===== src/rtl/pir_qualifier.sv =====
module pir_qualifier #(
  parameter int CNT_W = 16
) (
  input  logic             clk,
  input  logic             rst_n,
  input  logic             tick,
  input  logic             filt_en,
  input  logic             pos_in,
  input  logic             neg_in,
  input  logic [1:0]       mode,
  input  logic [CNT_W-1:0] filt_len,
  input  logic [CNT_W-1:0] shot_len,
  input  logic [CNT_W-1:0] win_len,
  output logic             trig
);
  localparam logic [1:0] M_SP = 2'b00;
  localparam logic [1:0] M_CP = 2'b01;
  localparam logic [1:0] M_DP = 2'b10;

  logic [1:0]       raw;
  logic [1:0]       det;
  logic [1:0]       act;
  logic [CNT_W-1:0] win_cnt;
  logic             both, both_q, win_open, dp_fire, fire;

  assign raw = {neg_in, pos_in};

  for (genvar i = 0; i < 2; i++) begin : g_pol
    logic [CNT_W-1:0] cnt;
    logic [CNT_W-1:0] shot;
    logic             done;
    logic             pulse;

    always_ff @(posedge clk or negedge rst_n) begin
      if (!rst_n) begin
        cnt   <= '0;
        done  <= 1'b0;
        pulse <= 1'b0;
      end else begin
        pulse <= 1'b0;
        if (!filt_en || !raw[i]) begin
          cnt  <= '0;
          done <= 1'b0;
        end else if (tick && !done) begin
          if (cnt >= filt_len - 1'b1) begin
            cnt   <= '0;
            done  <= 1'b1;
            pulse <= 1'b1;
          end else begin
            cnt <= cnt + 1'b1;
          end
        end
      end
    end

    always_ff @(posedge clk or negedge rst_n) begin
      if (!rst_n)                 shot <= '0;
      else if (pulse)             shot <= shot_len;
      else if (tick && shot != 0) shot <= shot - 1'b1;
    end

    assign det[i] = pulse;
    assign act[i] = (shot != '0);
  end

  assign both     = &act;
  assign win_open = (win_cnt != '0);
  assign dp_fire  = (win_open && |det) || &det;

  always_ff @(posedge clk or negedge rst_n) begin
    if (!rst_n)                    win_cnt <= '0;
    else if (mode != M_DP)         win_cnt <= '0;
    else if (dp_fire)              win_cnt <= '0;
    else if (|det)                 win_cnt <= win_len;
    else if (tick && win_open)     win_cnt <= win_cnt - 1'b1;
  end

  always_comb begin
    case (mode)
      M_SP:    fire = |det;
      M_CP:    fire = both && !both_q;
      M_DP:    fire = dp_fire;
      default: fire = 1'b0;
    endcase
  end

  always_ff @(posedge clk or negedge rst_n) begin
    if (!rst_n) begin
      both_q <= 1'b0;
      trig   <= 1'b0;
    end else begin
      both_q <= both;
      trig   <= fire;
    end
  end
endmodule



===== config.mk =====
export PLATFORM = sky130hd
export DESIGN_NAME = pir_qualifier
export DESIGN_NICKNAME = d
export VERILOG_FILES = /design/src/rtl/pir_qualifier.sv
export SDC_FILE = /design/constraint.sdc
export NUM_CORES = 1
export LEC_CHECK = 0
export BUFFER_PORTS_ARGS = -buffer_cell sky130_fd_sc_hd__buf_2
export CAP_MARGIN = 20
export CORE_MARGIN = 8
export CORE_UTILIZATION = 35
export CTS_CLUSTER_DIAMETER = 120
export DETAILED_ROUTE_END_ITERATION = 6
export SLEW_MARGIN = 20
export SYNTH_ARGS = -nofsm -noshare
export SYNTH_HDL_FRONTEND = slang
export SYNTH_SLANG_ARGS = --single-unit

===== constraint.sdc =====
create_clock -name clk -period 6.55 [get_ports clk]
set_input_delay 1.31 -clock clk [delete_from_list [all_inputs] [get_ports clk]]
set_output_delay 1.31 -clock clk [all_outputs]
set_load 0.02 [all_outputs]

Word-level counts from Yosys, hierarchy flattened --
Index checks and enable logic that the tools add are counted.
Storage, ports and cells: logic and storage cells 81, bits of input ports 56, flip-flop bits (word level) 86, output and inout bits 1
Cells by class: reductions and logical operators 32, equal/unequal tests 3, add/subtract/negate cells 6, $lt $le $gt $ge 2, multiplexer cells 27
Operator list (number):
- 2-to-1 mux 16 bit | 14
- subtractor 16 x 1 -> 16 bit, second input constant | 4
- nonzero test 16 bit | 3
- adder 16 x 1 -> 16 bit, second input constant | 2
- greater-or-equal comparator 16 bit | 2
- 2-to-1 mux 1 bit | 12
- nonzero test 2 bit | 6
- AND reduction 2 bit | 4
- logical AND 1 bit | 7
- zero test 1 bit | 6
- nonzero test 4 bit | 1
- logical OR 1 bit | 3
- one-hot mux 1 bit (3 select lines) | 1
- equality test 2 x 1 -> 1 bit, second input constant | 1
- equality test 2 bit, second input constant | 1
- zero test 2 bit | 1
- inequality test 2 bit, second input constant | 1
- OR reduction 2 bit | 1

Longest topological paths before layout --
Gate-level depths: netlist of run 1.
word-level depth 6, gate-level depth with buffers 14, mapped depth without buffers 13

Least setup slack after synthesis of run 1 --
Ideal clock, no wire load.
path kind input port to flip-flop, start in filt_len[5], end reg g_pol[1].cnt[1], setup slack 2.595 ns, arrival time 3.834 ns, buffers on the path 0, stages on the path 11, required time 6.428 ns, library setup time 0.122 ns, cells stage by stage nor4_4 nand3_2 nor4_1 xnor2_1 ha_1 nand2_1 nor2_1 nand2_1 o41a_4 and2_4 a32o_1
Between the ends: word-level cells in the longest chain between the ends 5
RTL lines:
- start: declaration | line 11 | input logic [CNT_W-1:0] filt_len,
- subtractor 16 x 1 -> 16 bit | line 45 | if (cnt >= filt_len - 1'b1) begin
- greater-or-equal comparator 16 bit | line 45
- 2-to-1 mux 16 bit | line 45
- 2-to-1 mux 16 bit | line 44 | end else if (tick && !done) begin
- 2-to-1 mux 16 bit | line 41 | if (!filt_en || !raw[i]) begin
- end signal: assignment | line 50 | cnt <= cnt + 1'b1;
- end: declaration | line 29 | logic [CNT_W-1:0] cnt;
No other way between the ends. The select of a mux whose other input is x is not followed. A chain may end at the register's enable or synchronous reset.

Worst setup path in the final report of run 1 --
start in filt_len[5], end reg g_pol[0].cnt[10]
Between the ends: word-level cells in the longest chain between the ends 5
RTL lines (line):
- subtractor 16 x 1 -> 16 bit | 45
- greater-or-equal comparator 16 bit | 45
- 2-to-1 mux 16 bit | 45
- 2-to-1 mux 16 bit | 44
- 2-to-1 mux 16 bit | 41
- end signal: assignment | 50
- end: declaration | 29
No other way between the ends. The select of a mux whose other input is x is not followed.

==> flow_summary.yaml, run 1 <==
clock_tree:
  ctsRootBufferMaster: "clkbuf_16"
  cts_made_buffers: 9
  clk_path_buf_depth: 2
  clock_sinks: 86
  clkLatencyLatePin_ns: 0.35
  cts_hold_buffers: 0
  cts_setup_buffers: 0
  clkTransAtPathRegs_ns: 0.06
  htreeDepth: 3
  cts_tree: "built"
  cts_resized: 0
sta:
  tns_ns: 0
  skew_ns: 0.006351
  setup_viol: 0
  maxSlewHeadroom: 0.3049
  period_needed_ns: 4.310
  final-hold-violation-count: 0
  rsz0062_at_grt: "no"
  fmax_mhz: 232.0
  slew_viol_final: 0
  fin_crit_sh: 0.6580
  tightest_slew_ns: 1.043
worst_setup_path:
  reg2reg_from: "win_cnt[0]"
  start_kind: "primary input"
  worstSetupPathType: "primary input to flop"
  endpoint_kind: "flop"
  cp_max_fo: 11
  worstReg2RegEnd: "win_cnt[15]"
  worstPathRequired_ns: 6.82
  arrival_ns: 4.58
  ff2ff_path_depth: 9
  critPathCapture: "g_pol[0].cnt[10]"
  crit_start: "filt_len[5]"
  reg2reg_slack_ns: 4.03
die:
  ios: 57
  rows: 47
  start_util: 0.3572
  die_y_um: 146.1
  coreArea_um2: 16580
  dieArea_um2: 21340
  die_w_um: 146.1
drt:
  drt_pass1_iterations: 5
  drc: 0
  num_vias: 4926
  ant_nets: 0
  drt_iter0_drc: 159
  routed_wl_um: 14230
  wl_per_cell_um: 15.01
  drt-vias-per-instance: 5.196
logic_synthesis:
  synthCells: 682
  synth_compound_area_frac: 0.1531
  synth.largest_area_cell: "dfrtp_1"
  yosysTopAreaCellShare: 0.3633
  synthMuxAreaShare: 0.005492
  yosys.area_share.xor_xnor: 0.1031
  synth_seq_cells: 86
  ys_seq_area_frac: 0.3633
  synth_top_family_by_area: "simple AND/OR/NAND/NOR gates"
  synth_edf_count: 0
  synth_ff_type: "dfrtp_1"
  synth-adder-area-share: 0.07393
  yosys.area_share.simple: 0.2645
  syn-num-nets: 773
  synth_area_leaders: "dfrtp_1, ha_1, xnor2_1"
  async_flop_share: 1.000
  synth_warnings: 0
  synthDistinctLibCells: 71
  syn-cell-area_um2: 5923
  syn_area_per_cell_um2: 8.685
place:
  dp.cells: 931
  hpwl_um: 10430
  io_buffers: 56
  routabilityCongestion: 0.8191
global_route:
  met3_usage: 0.03894
  antenna_found_initial: 3
  grt_pass1_vias: 4801
  grt_max_degree: 67
  use_met2: 0.2102
  grt_pass1_wl_um: 24130
  grtUsageMet1: 0.1833
  grt_usage: 0.1369
  grt-ovfl-total: 0
  grt_busiest_layer: "met2"
finish:
  layout_common_cells: "dfrtp_1, nand2_1, o21ai_0, nor2_1, buf_2"
  final_common_cell: "dfrtp_1"
  fin_nets: 813
  drive_gt1_frac: 0.1499
  syn_to_final_growth_pct: 12.70
  fin_cells: 948
power_and_ir_drop:
  total_power_uw: 2196
  leakagePower_uw: 0.002833
  powerDensity_nw_per_um2: 329.0
  worst_ir_drop_vdd_mv: 0.2509
outcome:
  status: "finished, final reports clean"
flow_run:
  maxCapViolations: 0
hold_path:
  worstHoldPathCells: 2
  hp-class: "flop to flop"
## area by class of cell
class | instances | area (µm²)
timing repair buffer | 58 | 297.8
clock inverter | 5 | 83.83
sequential | 86 | 2153
clock buffer | 11 | 232.7
inverter | 20 | 75.07
multi-input combinational | 547 | 3555
antenna | 1 | 2.502
fill | 1697 | 9908
tap | 220 | 275.3
## cells by family (layout without fill, tap and decap cells)
| family | count (synthesis) | after routing |
|---|---|---|
| muxes | 3 | 3 |
| DFF | 86 | 86 |
| buffers and inverters | 49 | 94 |
| AOI/OAI and AO/OA | 143 | 143 |
| adders and majority gates | 35 | 35 |
| and+or+nand+nor | 300 | 300 |
| other | 0 | 1 |
| xor gates and xnor gates | 66 | 66 |
## synthesized netlist by cell type, drive strengths merged (2+ instances only)
| library cell | number |
|---|---|
| nand3b | 2 |
| mux2 | 2 |
| buf | 6 |
| and3 | 11 |
| a32o | 2 |
| xor2 | 20 |
| o41a | 2 |
| nor2b | 7 |
| nor4bb | 2 |
| a22o | 2 |
| nand2 | 71 |
| or4 | 3 |
| a211oi | 3 |
| and2 | 6 |
| nor3 | 44 |
| xnor2 | 45 |
| nor4 | 16 |
| o211ai | 6 |
| and3b | 2 |
| nor3b | 3 |
| or3 | 16 |
| a21o | 12 |
| o2111a | 2 |
| a21oi | 28 |
| ha | 35 |
| inv | 20 |
| or2 | 2 |
| nand2b | 7 |
| nor4b | 2 |
| nand4 | 8 |
| nand3 | 24 |
| o21ai | 66 |
| o31ai | 3 |
| dfrtp | 86 |
| a31oi | 7 |
| clkbuf | 23 |
| nor2 | 73 |
## worst min-delay path by stage
stage | startpoint | end
6_report | g_pol[1].done | g_pol[1].done
4_1_cts | g_pol[1].done | g_pol[1].done
5_1_grt | g_pol[1].done | g_pol[1].done
3_5_place_dp | g_pol[1].done | g_pol[1].done
2_1_floorplan | g_pol[1].done | g_pol[1].done
3_3_place_gp | g_pol[1].done | g_pol[1].done
## sequential cells by signal, summed over array words and instances, names as in the netlist
register and flops:
g_pol.pulse 2, win_cnt 16, both_q 1, g_pol.cnt 32, g_pol.shot 32, trig 1
g_pol.done 2
## stage by stage
step	util	setup slack, ns	instance area [µm²]	hold slack, ns
after floorplan	-	2.595	5923	0.4480
after global placement	0.3832	1.967	6355	0.4578
after detailed placement	0.3832	1.900	6355	0.4633
after CTS	0.4023	2.273	6671	0.4774
after global routing	0.4025	1.885	6675	0.5174
final	0.4025	2.240	6675	0.4764
## critical path, cell delays in order
cell and delay [ns]:
buf_2 0.14, nor4_4 0.50, nand2_1 0.14, or3_1 0.34, xor2_1 0.19, ha_1 0.24
nand2b_1 0.18, a21o_2 0.19, a32oi_1 0.26, a2bb2oi_2 0.29, nor3b_4 0.35, o21ai_2 0.27
nor2_2 0.17
## per-layer routing
layer  share of wire  vias up
li1                -     2513
met5          0.0019        -
met1            0.49     2301
met4           0.011        4
met3           0.049       15
met2            0.45       93
## where the power goes
part,switching (µW),internal [µW]
clock network,221,335
logic,491,366
registers,126,657
No activity file was read; power rests on OpenSTA's default activity.
==> run 2, diff against run 1 <==
Clock period 6.55 ns to 3.5 ns, I/O delays scaled along.
==> flow_summary.yaml, run 2 (synthesis results as in run 1) <==
finish:
  largestRegisters: "g_pol.cnt: 32 flops, g_pol.shot: 32 flops, win_cnt: 16 flops"
  layout_common_cells: "dfrtp_1, nand2_1, o21ai_0, nor2_1, buf_2"
  multi_input_area_um2: 3562
  final_common_cell: "dfrtp_1"
  fin_cells: 975
  seq_area_um2: 2153
  syn_to_final_growth_pct: 15.82
  final_area_um2: 6860
  drive_gt1_frac: 0.1782
  fin_nets: 838
  final.fill_count: 1678
worst_setup_path:
  worstPathRequired_ns: 3.78
  start_kind: "primary input"
  arrival_ns: 3.52
  worstSetupPathType: "primary input to flop"
  endpoint_kind: "flop"
  cp_max_fo: 4
flow_run:
  maxCapViolations: 0
global_route:
  grt_max_degree: 67
  grt_pass1_vias: 4700
  grt-ovfl-total: 0
  antenna_found_initial: 3
  grt_pass1_wl_um: 23960
  grt_usage: 0.1359
die:
  die_w_um: 146.1
  ios: 57
  coreArea_um2: 16580
  rows: 47
  die_y_um: 146.1
  dieArea_um2: 21340
  start_util: 0.3572
power_and_ir_drop:
  combPwrFrac: 0.396
  p_sw_frac: 0.3834
  power_switching_uw: 1557
  leakagePower_uw: 0.002950
  p_int_uw: 2504
  pwr-share-seq: 0.362
  worst_ir_drop_vdd_mv: 0.5010
  powerDensity_nw_per_um2: 591.9
  clkPwrFrac: 0.242
sta:
  fmax_mhz: 308.8
  final-hold-violation-count: 0
  slew_viol_final: 0
  fin_crit_sh: 0.9252
  maxSlewHeadroom: 0.2879
  tightest_slew_ns: 1.068
  setup_ws_ns: 0.2617
  skew_ns: 0.008813
  setup_viol: 0
  rsz0062_at_grt: "no"
  period_needed_ns: 3.238
drt:
  drt-vias-per-instance: 5.127
  ant_nets: 0
  num_vias: 4999
  drc: 0
  drt_pass1_iterations: 4
  routed_wl_um: 14080
  wl_per_cell_um: 14.44
  drt_iter0_drc: 199
clock_tree:
  ctsRootBufferMaster: "clkbuf_16"
  clk_path_buf_depth: 2
  cts_made_buffers: 9
  htreeDepth: 3
  cts_tree: "built"
  clkTransAtPathRegs_ns: 0.06
  cts_hold_buffers: 0
  clkLatencyLatePin_ns: 0.35
  cts_setup_buffers: 0
  clock_sinks: 86
place:
  hpwl_um: 10590
  dp.cells: 956
  dp_worst_setup_slack_ns: -0.3442
  io_buffers: 56
  routabilityCongestion: 0.8364
  placed_area_um2: 6543
outcome:
  status: "finished, final reports clean"
hold_path:
  hp-class: "primary input to async pin"
[run 2: cell types whose count changed in the layout (fill, tap and decap cells not counted)]
cell | previous run | this run
clkinvlp_4 | 2 | 1
buf_4 | 3 | 28
o21ai_4 | 0 | 1
bufinv_16 | 2 | 1
inv_6 | 0 | 1
clkbuf_8 | 0 | 1
diode_2 | 1 | 3
o21ai_2 | 1 | 0
[run 2: what timing repair did]
action | CTS | global route
setup endpoints to repair | 0 | 11
hold endpoints to repair | 0 | 0
gates resized for setup | 0 | 1
[run 2: critical path: stages]
cell and delay [ns]:
buf_2 0.13, nor4_4 0.37, nand2_1 0.12, or3_1 0.33, xor2_1 0.19, ha_1 0.24
nand2b_1 0.17, a21o_2 0.18, a32oi_1 0.25, a2bb2oi_2 0.21, nor3b_4 0.29, buf_4 0.18
a32o_1 0.16
[run 2: layout make-up]
cell class / instances / share of cell area
repair buffers: 83 / 0.07076
multi-input cells: 547 / 0.5192
flip-flops and latches: 86 / 0.3139
clock buffers: 12 / 0.03593
clock inverters: 4 / 0.008025
well taps: 220 / 0.04012
diodes: 3 / 0.001094
inverters: 20 / 0.01094
[run 2: path summary, 6_finish.rpt]
path                               start          endpoint  slack, ns  cells past startpoint
min in group clk           g_pol[1].done     g_pol[1].done       0.48                      2
max in group asynchronous          rst_n   g_pol[1].cnt[7]       2.32                      2
max                          filt_len[5]   g_pol[0].cnt[1]       0.26                     13
max reg2reg                   win_cnt[0]       win_cnt[15]       0.99                      9
min reg2reg                g_pol[1].done     g_pol[1].done       0.48                      2
min                                rst_n  g_pol[0].cnt[15]       0.45                      1
[run 2: power groups by stage]
stage	clock network (µW)	logic [µW]	registers (µW)
4_1_cts	1010	1610	1470
3_3_place_gp	0	1590	1480
3_5_place_dp	0	1610	1480
2_1_floorplan	0	1290	1430
5_1_grt	1050	1880	1510
6_report	982	1610	1470
[run 2: routing by layer]
layer  GRT usage  part of all wire
met3     0.03430             0.048
met2      0.2072              0.45
met1      0.1857              0.49
met5           0                 0
met4     0.04070             0.013
[run 2: through the flow]
stage                     utilization  hold slack, ns  TNS, ns  total power, µW
after floorplan                     -          0.4044        0             2716
after global placement         0.3945          0.4590   -3.385             3068
after detailed placement       0.3945          0.4698   -4.162             3087
after CTS                      0.4127          0.4845        0             4094
after global routing           0.4134          0.5162        0             4437
final                          0.4137          0.4532        0             4061
==> run 3, diff against run 2 <==
Clock period 3.5 ns to 4 ns, I/O delays scaled along.
==> flow_summary.yaml, run 3 (synthesis results as in run 1) <==
power_and_ir_drop:
  leakagePower_uw: 0.002852
  worst_ir_drop_vdd_mv: 0.4153
  clkPwrFrac: 0.229
  p_sw_frac: 0.3873
  combPwrFrac: 0.402
  pwr-share-seq: 0.369
  powerDensity_nw_per_um2: 519.2
  p_int_uw: 2129
  power_switching_uw: 1346
drt:
  drc: 0
  drt_iter0_drc: 223
  drt_pass1_iterations: 4
  wl_per_cell_um: 14.81
  drt-vias-per-instance: 5.158
  routed_wl_um: 14150
  ant_nets: 0
  num_vias: 4931
global_route:
  grt_pass1_wl_um: 24360
  antenna_found_initial: 3
  grt-ovfl-total: 0
  grt_pass1_vias: 4827
  grt_max_degree: 50
  grt_usage: 0.1381
sta:
  maxSlewHeadroom: 0.3236
  final-hold-violation-count: 0
  skew_ns: 0.007289
  setup_viol: 0
  period_needed_ns: 3.435
  fin_crit_sh: 0.8588
  tightest_slew_ns: 1.015
  rsz0062_at_grt: "no"
  slew_viol_final: 0
  tns_ns: 0
  fmax_mhz: 291.1
finish:
  final_common_cell: "dfrtp_1"
  drive_gt1_frac: 0.1583
  largestRegisters: "g_pol.cnt: 32 flops, g_pol.shot: 32 flops, win_cnt: 16 flops"
  fin_nets: 820
  final.fill_count: 1697
  layout_common_cells: "dfrtp_1, nand2_1, o21ai_0, nor2_1, buf_2"
  final_core_util: 0.4036
  syn_to_final_growth_pct: 12.99
place:
  hpwl_um: 10520
  routabilityCongestion: 0.8191
  io_buffers: 56
worst_setup_path:
  arrival_ns: 3.64
  reg2reg_slack_ns: 1.51
  worstReg2RegEnd: "g_pol[1].cnt[14]"
  ff2ff_path_depth: 10
  worstSetupPathType: "primary input to flop"
  worstPathRequired_ns: 4.20
  endpoint_kind: "flop"
  start_kind: "primary input"
  crit_start: "filt_len[9]"
  reg2reg_from: "g_pol[1].cnt[0]"
  cp_max_fo: 11
clock_tree:
  cts_made_buffers: 9
  clkTransAtPathRegs_ns: 0.06
  htreeDepth: 3
  cts_setup_buffers: 0
  cts_hold_buffers: 0
  cts_tree: "built"
  clk_path_buf_depth: 2
  clkLatencyLatePin_ns: 0.34
  clock_sinks: 86
  cts_resized: 0
  ctsRootBufferMaster: "clkbuf_16"
die:
  dieArea_um2: 21340
  start_util: 0.3572
  rows: 47
  die_y_um: 146.1
  coreArea_um2: 16580
  ios: 57
  die_w_um: 146.1
hold_path:
  hp-start: "g_pol[1].done"
  worstHoldPathCells: 2
  whs_endpoint: "g_pol[1].done"
  hp-class: "flop to flop"
outcome:
  status: "finished, final reports clean"
flow_run:
  maxCapViolations: 0
run 3: power groups by stage:
stage	clock network, µW	logic, µW	registers [µW]
after CTS	826	1400	1280
after floorplan	0	1120	1250
final	797	1400	1280
after global placement	0	1380	1290
after global routing	857	1650	1320
after detailed placement	0	1390	1290
run 3: cell type report:
cell class | instances | area [µm²] | area share
well taps | 220 | 275.3 | 0.04113
multi-input cells | 547 | 3555 | 0.5311
repair buffers | 65 | 350.3 | 0.05235
diodes | 3 | 7.507 | 0.001122
clock inverters | 3 | 20.02 | 0.002991
flip-flops and latches | 86 | 2153 | 0.3217
clock buffers | 12 | 256.5 | 0.03832
inverters | 20 | 75.07 | 0.01122
run 3: through the flow:
step	hold slack [ns]	area, µm²	setup slack, ns	power, µW	instances
after floorplan	0.4480	5923	0.5548	2376	682
after global placement	0.4687	6407	0.2407	2672	938
after detailed placement	0.4662	6407	0.1577	2683	938
after CTS	0.4800	6684	0.5171	3506	953
after global routing	0.5231	6688	0.3141	3828	954
final	0.4744	6693	0.5648	3475	956
run 3: routing by layer:
layer,global-route usage,vias to the layer above,routed length [µm]
met5,0,-,0
met4,0.04997,0,238
met3,0.03028,16,728
met2,0.2086,120,6287
met1,0.1899,2274,6901
li1,-,2521,-
run 3: how the worst max path moves through the flow:
stage | to | slack (ns) | cells past startpoint
4_1_cts | g_pol[0].cnt[15] | 0.52 | 13
6_report | g_pol[0].cnt[15] | 0.56 | 13
2_1_floorplan | g_pol[1].cnt[1] | 0.55 | 11
5_1_grt | g_pol[0].cnt[15] | 0.31 | 14
3_3_place_gp | g_pol[0].cnt[15] | 0.24 | 13
3_5_place_dp | g_pol[0].cnt[15] | 0.16 | 13
run 3: worst max-delay path: stages:
cell and delay (ns):
buf_2 0.12, nor4_2 0.49, nand3_2 0.15, nor4_1 0.24, xnor2_1 0.14, ha_1 0.31, nand3_1 0.07, nor2_1 0.16
o211ai_1 0.12, a2bb2oi_2 0.18, nor3b_4 0.18, o21ai_2 0.56, nor2_1 0.11
